--- config.mk ---
export PLATFORM = sky130hd
export DESIGN_NAME = interval_timer
export DESIGN_NICKNAME = d
export VERILOG_FILES = /design/src/rtl/itmr_pkg.sv /design/src/rtl/itmr_datapath.sv /design/src/rtl/itmr_ctrl.sv /design/src/rtl/interval_timer.sv
export SDC_FILE = /design/constraint.sdc
export NUM_CORES = 1
export LEC_CHECK = 0
export ABC_CLOCK_PERIOD_IN_PS = 4500
export BUFFER_PORTS_ARGS = -buffer_cell sky130_fd_sc_hd__buf_2
export CORE_ASPECT_RATIO = 0.7
export CORE_UTILIZATION = 34
export CTS_CLUSTER_DIAMETER = 50
export DETAILED_ROUTE_END_ITERATION = 10
export GPL_ROUTABILITY_DRIVEN = 0
export HOLD_SLACK_MARGIN = 0.1
export PLACE_DENSITY_LB_ADDON = 0.3
export SLEW_MARGIN = 20
export SYNTH_ARGS = -nofsm -noshare
export SYNTH_HDL_FRONTEND = slang
export SYNTH_SLANG_ARGS = --single-unit
--- constraint.sdc ---
create_clock -name clk -period 4.5 [get_ports clk]
set_input_delay 1.125 -clock clk [delete_from_list [all_inputs] [get_ports clk]]
set_output_delay 1.125 -clock clk [all_outputs]
set_load 0.01 [all_outputs]
--- src/rtl/itmr_pkg.sv ---
package itmr_pkg;
  localparam logic [2:0] A_PRE_HI = 3'd0;
  localparam logic [2:0] A_PRE_LO = 3'd1;
  localparam logic [2:0] A_CNT_HI = 3'd2;
  localparam logic [2:0] A_CNT_LO = 3'd3;
  localparam logic [2:0] A_MODE   = 3'd4;
  localparam logic [2:0] A_ICTL   = 3'd5;

  // strobes from control to datapath
  typedef struct packed {
    logic       clr;
    logic       arm;
    logic       run;
    logic       preHiWr;
    logic       preLoWr;
    logic       snap;
    logic [7:0] wrByte;
  } strobe_t;
endpackage

--- src/rtl/itmr_datapath.sv ---
module itmr_datapath
  import itmr_pkg::*;
#(
  parameter int CNT_W   = 16,
  parameter int TALLY_W = 4
) (
  input  logic               clk,
  input  logic               rstN,
  input  logic               tick,
  input  strobe_t            stb,
  output logic [CNT_W-1:0]   count,
  output logic [CNT_W-1:0]   preload,
  output logic [TALLY_W-1:0] tally,
  output logic [7:0]         snapLo,
  output logic               wrap
);
  localparam logic [CNT_W-1:0]   CNT_MAX   = {CNT_W{1'b1}};
  localparam logic [CNT_W-1:0]   CNT_ONE   = {{(CNT_W-1){1'b0}}, 1'b1};
  localparam logic [TALLY_W-1:0] TALLY_MAX = {TALLY_W{1'b1}};
  localparam logic [TALLY_W-1:0] TALLY_ONE = {{(TALLY_W-1){1'b0}}, 1'b1};

  logic atTop;
  logic stepEn;

  assign atTop  = (count == CNT_MAX);
  assign stepEn = stb.run && tick && !stb.clr && !stb.arm;
  assign wrap   = stepEn && atTop;

  always_ff @(posedge clk) begin
    if (!rstN) begin
      preload <= '0;
    end else begin
      if (stb.preHiWr) preload[CNT_W-1:8] <= stb.wrByte;
      if (stb.preLoWr) preload[7:0]       <= stb.wrByte;
    end
  end

  always_ff @(posedge clk) begin
    if (!rstN) begin
      count <= '0;
    end else if (stb.clr) begin
      count <= '0;
    end else if (stb.arm) begin
      count <= preload;
    end else if (stepEn) begin
      count <= atTop ? preload : count + CNT_ONE;
    end
  end

  always_ff @(posedge clk) begin
    if (!rstN) begin
      tally <= '0;
    end else if (stb.clr) begin
      tally <= '0;
    end else if (wrap && tally != TALLY_MAX) begin
      tally <= tally + TALLY_ONE;
    end
  end

  always_ff @(posedge clk) begin
    if (!rstN) begin
      snapLo <= '0;
    end else if (stb.snap) begin
      snapLo <= count[7:0];
    end
  end
endmodule

--- src/rtl/itmr_ctrl.sv ---
module itmr_ctrl
  import itmr_pkg::*;
#(
  parameter int CNT_W   = 16,
  parameter int TALLY_W = 4,
  parameter int LVL_W   = 3
) (
  input  logic               clk,
  input  logic               rstN,
  input  logic               wrEn,
  input  logic               rdEn,
  input  logic [2:0]         addr,
  input  logic [7:0]         wrData,
  input  logic               wrap,
  input  logic [CNT_W-1:0]   count,
  input  logic [CNT_W-1:0]   preload,
  input  logic [TALLY_W-1:0] tally,
  input  logic [7:0]         snapLo,
  output strobe_t            stb,
  output logic [7:0]         rdData,
  output logic               pending,
  output logic               irq,
  output logic [LVL_W-1:0]   irqLevel
);
  logic [2:0]       modeReg;
  logic             ienReg;
  logic [LVL_W-1:0] lvlReg;
  logic             modeWr;
  logic             ictlWr;
  logic [7:0]       modeByte;
  logic [7:0]       ictlByte;

  assign modeWr = wrEn && addr == A_MODE;
  assign ictlWr = wrEn && addr == A_ICTL;

  always_comb begin
    stb.clr     = modeWr && !wrData[0];
    stb.arm     = modeWr && wrData[0] && !wrData[1];
    stb.run     = &modeReg;
    stb.preHiWr = wrEn && addr == A_PRE_HI;
    stb.preLoWr = wrEn && addr == A_PRE_LO;
    stb.snap    = rdEn && addr == A_CNT_HI;
    stb.wrByte  = wrData;
  end

  always_ff @(posedge clk) begin
    if (!rstN)       modeReg <= '0;
    else if (modeWr) modeReg <= wrData[2:0];
  end

  always_ff @(posedge clk) begin
    if (!rstN) begin
      ienReg <= 1'b0;
      lvlReg <= '0;
    end else if (ictlWr) begin
      ienReg <= wrData[3];
      lvlReg <= wrData[LVL_W-1:0];
    end
  end

  // a wrap in the acknowledge clock keeps the flag set
  always_ff @(posedge clk) begin
    if (!rstN)                      pending <= 1'b0;
    else if (wrap)                  pending <= 1'b1;
    else if (ictlWr && wrData[7])   pending <= 1'b0;
  end

  assign irq      = pending && ienReg && (lvlReg != '0);
  assign irqLevel = irq ? lvlReg : '0;

  always_comb begin
    modeByte      = '0;
    modeByte[7:4] = tally;
    modeByte[2:0] = modeReg;
    ictlByte              = '0;
    ictlByte[7]           = pending;
    ictlByte[3]           = ienReg;
    ictlByte[LVL_W-1:0]   = lvlReg;
  end

  always_comb begin
    case (addr)
      A_PRE_HI: rdData = preload[CNT_W-1:8];
      A_PRE_LO: rdData = preload[7:0];
      A_CNT_HI: rdData = count[CNT_W-1:8];
      A_CNT_LO: rdData = snapLo;
      A_MODE:   rdData = modeByte;
      A_ICTL:   rdData = ictlByte;
      default:  rdData = 8'h00;
    endcase
  end
endmodule

--- src/rtl/interval_timer.sv ---
module interval_timer
  import itmr_pkg::*;
#(
  parameter int CNT_W   = 16,
  parameter int TALLY_W = 4,
  parameter int LVL_W   = 3
) (
  input  logic             clk,
  input  logic             rstN,
  input  logic             tick,
  input  logic             wrEn,
  input  logic             rdEn,
  input  logic [2:0]       addr,
  input  logic [7:0]       wrData,
  output logic [7:0]       rdData,
  output logic             irq,
  output logic [LVL_W-1:0] irqLevel
);
  strobe_t            stb;
  logic [CNT_W-1:0]   count;
  logic [CNT_W-1:0]   preload;
  logic [TALLY_W-1:0] tally;
  logic [7:0]         snapLo;
  logic               wrap;
  logic               pending;

  itmr_ctrl #(.CNT_W(CNT_W), .TALLY_W(TALLY_W), .LVL_W(LVL_W)) u_ctrl (
    .clk(clk), .rstN(rstN), .wrEn(wrEn), .rdEn(rdEn), .addr(addr),
    .wrData(wrData), .wrap(wrap), .count(count), .preload(preload),
    .tally(tally), .snapLo(snapLo), .stb(stb), .rdData(rdData),
    .pending(pending), .irq(irq), .irqLevel(irqLevel)
  );

  itmr_datapath #(.CNT_W(CNT_W), .TALLY_W(TALLY_W)) u_dp (
    .clk(clk), .rstN(rstN), .tick(tick), .stb(stb), .count(count),
    .preload(preload), .tally(tally), .snapLo(snapLo), .wrap(wrap)
  );
endmodule

==> results.sh <==
export IMPL_numCtsBuffers=5
export IMPL_power_ir_vdd_worst_mv=0.174
export IMPL_setup_repair_after_global_routing_missed_its_margin="no"
export IMPL_hold_class="reg -> reg"
export IMPL_pin_count_of_the_biggest_net_entering_global_routing=34
export IMPL_worst_setup_path_type="in -> out"
export IMPL_reg2reg_to="u_dp.count[1]"
export IMPL_final_net_count=389
export IMPL_synth_cell_type_count=62
export IMPL_synth_seq_area_share_pct=34.0
export IMPL_num_fill_cells=858
export IMPL_tritoncts="yes"
export IMPL_yosys_warnings=0
export IMPL_finalWorstSetupSlack_ns=0.780
export IMPL_floorplan_initialDensity_pct=35.6
export IMPL_mappedNetlistArea_um2=3060
export IMPL_antenna_found_initial=0
export IMPL_cts_htree_levels=2
export IMPL_viasPerCell=5.50
export IMPL_ioPinCount=28
export IMPL_num_vias=2705
export IMPL_grt_util_all_layers_pct=20.5
export IMPL_slew_headroom_pct=46.8
export IMPL_max_freq_mhz=269
export IMPL_finalSetupTns_ns=0
export IMPL_crit_path_top_cell_by_count="sky130_fd_sc_hd__buf_2"
export IMPL_timing_final_hold_violations=0
export IMPL_outcome="finished, final reports clean"
export IMPL_synthToLayoutAreaGrowth_pct=10.8
export IMPL_dp_final_hpwl_mm=6.65
export IMPL_worstRegToRegCells=6
export IMPL_num_rows=28
export IMPL_instance_count_along_the_most_critical_hold_path=2
export IMPL_worstPathMaxFanout=21
export IMPL_postSynthRegisterBits=52
export IMPL_timing_max_transition_violations_final=0
export IMPL_cp_data_arrival_time_ns=2.60
export IMPL_tightestPinTransition_ns=0.797
export IMPL_power_leakage_nw=1.26
export IMPL_port_buffers=27
export IMPL_post_cts_setup_buffer_count=0
export IMPL_route_detailed_wl_per_inst_um=18.3
export IMPL_worst_hold_path_endpoint="u_dp.count[12]"
export IMPL_remaining_drc_errors=0
export IMPL_first_global_vias=2408
export IMPL_dr_pass1_iters=5
export IMPL_cts_root_to_sink_buffers=2
export IMPL_crit_required_ns=3.38
export IMPL_finClkSkew_ns=0.00307
export IMPL_timing_critical_path_from="addr[1]"
export IMPL_grt_overflow=0
export IMPL_post_route_fraction_of_the_period_consumed_by_the_critical_path_pct=82.7
export IMPL_postRouteWirelength_mm=9.03
export IMPL_hold_path_startpoint="u_dp.preload[12]"
export IMPL_first_iter_violations=303
export IMPL_coreArea_um2=8580
export IMPL_synth_area_per_cell_um2=8.54
export IMPL_layout_min_cycle_time_ns=3.72
export IMPL_regToRegSetupSlack_ns=2.43
export IMPL_cts_root_buffer="sky130_fd_sc_hd__clkbuf_16"
export IMPL_fp_dieArea_um2=9380
export IMPL_post_synth_inst_count=358
export IMPL_maxCapViolCount=0
export IMPL_critical_path_endpoint_type="output port"
export IMPL_die_width_um=115
export IMPL_final_layout_size_suffix_gt1_share_pct=16.7
export IMPL_antenna_left=0
export IMPL_cts_hold_fix_buffers=0
export IMPL_crit_path_max_incr_delay_ns=0.51
export IMPL_first_pass_grt_wire_length_mm=14.0
export IMPL_insertedDiodeCount=0
export IMPL_path_clk_slew_ns=0.07
export IMPL_timing_critical_path_from_type="input port"
export IMPL_cts_repair_resized=0
export IMPL_setup_viol_count_final=0
export IMPL_clock_insertion_delay_worst_skew_ns=0.30
export IMPL_cts_sinks=52
export IMPL_synth_fp_nets=376
export IMPL_critPathSlowestCell="sky130_fd_sc_hd__nor2b_1"
export IMPL_cells_traversed_along_the_worst_timing_path="buf_2, nor2b_1, a22oi_1, o221ai_1, buf_2"
export IMPL_die_height_um=81.3
export IMPL_timing_rr_start="u_dp.count[1]"
export IMPL_power_per_cell_area_nw_per_um2=298
export IMPL_place_ws_ns=0.839
## power by group
| group | total [mW] | internal [mW] | switching (mW) |
|---|---|---|---|
| registers | 0.471 | 0.465 | 0.00581 |
| logic | 0.0677 | 0.0232 | 0.0445 |
| clock network | 0.472 | 0.293 | 0.179 |
## metal layers
layer | share of wire (%) | wire [um] | GRT usage [%] | up-vias
met5 | 0 | 0 | 0 | -
met4 | 1.1 | 100 | 4.68 | 0
met3 | 8.2 | 740 | 6.72 | 13
met2 | 39 | 3550 | 27.1 | 98
met1 | 51 | 4640 | 30.9 | 1274
li1 | - | - | - | 1320
## stage by stage
step	cell area (um2)	total power, mW	cells	hold slack [ns]	util (%)
6_report	3390	1.01	492	0.492	39.5
5_1_grt	3390	1.04	492	0.522	39.5
4_1_cts	3390	1.02	492	0.490	39.5
3_5_place_dp	3210	0.548	484	0.481	37.4
3_3_place_gp	3210	0.547	484	0.472	37.4
2_1_floorplan	3060	0.522	358	0.442	-
## synth_stat cells (all sizes together)
library cell / instances / area share, %
o21a: 2 / 0.49
o21ai: 12 / 2.5
mux2i: 29 / 9.5
a22o: 1 / 0.29
and3b: 1 / 0.29
o32ai: 1 / 0.29
a21boi: 20 / 4.9
nand4bb: 1 / 0.90
nor4b: 3 / 1.1
a21o: 2 / 0.53
nand2b: 1 / 0.20
dfxtp: 52 / 34
nor3b: 2 / 0.49
o221a: 2 / 0.74
and3: 6 / 1.6
nor2b: 17 / 3.5
buf: 13 / 3.5
nand3b: 1 / 0.25
mux4: 1 / 0.74
a22oi: 6 / 1.5
nor2: 26 / 3.2
a31oi: 4 / 0.82
nand2: 60 / 7.5
inv: 5 / 0.61
o221ai: 2 / 0.57
mux2: 4 / 1.5
and4bb: 1 / 0.53
o311a: 1 / 0.33
xor2: 1 / 0.29
a41oi: 1 / 0.29
or2: 3 / 0.61
a211oi: 7 / 2.0
a21oi: 18 / 3.3
nand4: 6 / 1.7
o21bai: 1 / 0.25
o211ai: 1 / 0.25
and2: 4 / 0.82
and4: 2 / 0.61
nand3: 10 / 1.8
nor3: 9 / 2.2
o22ai: 9 / 1.8
clkbuf: 8 / 0.98
ha: 2 / 0.82
## registers in the layout, indices dropped and copies added (netlist names)
name,count
u_dp.preload,16
u_dp.tally,4
u_ctrl.lvlReg,3
u_dp.count,16
u_ctrl.ienReg,1
u_ctrl.modeReg,3
u_dp.snapLo,8
u_ctrl.pending,1
## critical path: cells and delay by family
family                 cells  cell delay, ns
buffers and inverters      2            0.55
AND/OR/NAND/NOR            1            0.51
AO/OA/AOI/OAI              2            0.39
## layout by cell type, fill, tap and decap left out, types with 2 or more instances in the layout
master / n
sky130_fd_sc_hd__nand3_1: 9
sky130_fd_sc_hd__a211oi_1: 5
sky130_fd_sc_hd__nand2_2: 2
sky130_fd_sc_hd__a211oi_2: 2
sky130_fd_sc_hd__a22oi_1: 6
sky130_fd_sc_hd__nand2_1: 58
sky130_fd_sc_hd__mux2i_1: 29
sky130_fd_sc_hd__a21boi_1: 6
sky130_fd_sc_hd__a21oi_1: 17
sky130_fd_sc_hd__ha_1: 2
sky130_fd_sc_hd__buf_2: 27
sky130_fd_sc_hd__clkbuf_16: 5
sky130_fd_sc_hd__and3_1: 4
sky130_fd_sc_hd__and2_1: 4
sky130_fd_sc_hd__nand4_1: 5
sky130_fd_sc_hd__nor2b_1: 17
sky130_fd_sc_hd__nor3_1: 6
sky130_fd_sc_hd__nor4b_1: 2
sky130_fd_sc_hd__inv_1: 5
sky130_fd_sc_hd__or2_2: 3
sky130_fd_sc_hd__clkbuf_8: 2
sky130_fd_sc_hd__a31oi_1: 4
sky130_fd_sc_hd__nor3_2: 2
sky130_fd_sc_hd__o22ai_1: 9
sky130_fd_sc_hd__a21boi_0: 14
sky130_fd_sc_hd__o221ai_1: 2
sky130_fd_sc_hd__o21a_1: 2
sky130_fd_sc_hd__o221a_1: 2
sky130_fd_sc_hd__mux2_2: 4
sky130_fd_sc_hd__nor3b_1: 2
sky130_fd_sc_hd__dfxtp_1: 52
sky130_fd_sc_hd__nor2_1: 26
sky130_fd_sc_hd__o21ai_0: 9
sky130_fd_sc_hd__and3_4: 2
## worst max-delay path by stage
stage | to | cells past startpoint
after floorplan | rdData[5] | 4
after CTS | rdData[1] | 5
final | rdData[2] | 5
after global routing | rdData[1] | 5
after detailed placement | rdData[1] | 5
after global placement | rdData[7] | 6
## cell families (layout without fill, tap and decap cells)
| logic type | Yosys count | in the layout | share of synthesized area [%] |
|---|---|---|---|
| simple gates | 153 | 153 | 27.2 |
| buf+inv | 26 | 40 | 5.07 |
| mux | 34 | 34 | 11.7 |
| fa+ha+maj | 2 | 2 | 0.818 |
| xor+xnor | 1 | 1 | 0.286 |
| flops | 52 | 52 | 34.0 |
| compound gates | 90 | 90 | 20.9 |
## cell type report
class                      instances  area [um2]  area share, %
clock buffer                       7         153           4.50
clock inverter                     1        30.0          0.886
sequential                        52        1040           30.7
timing repair buffer              27         135           3.99
multi-input combinational        280        1860           54.9
tap                              120         150           4.43
inverter                           5        18.8          0.554
Note: power is estimated with default switching activity, not from simulation.
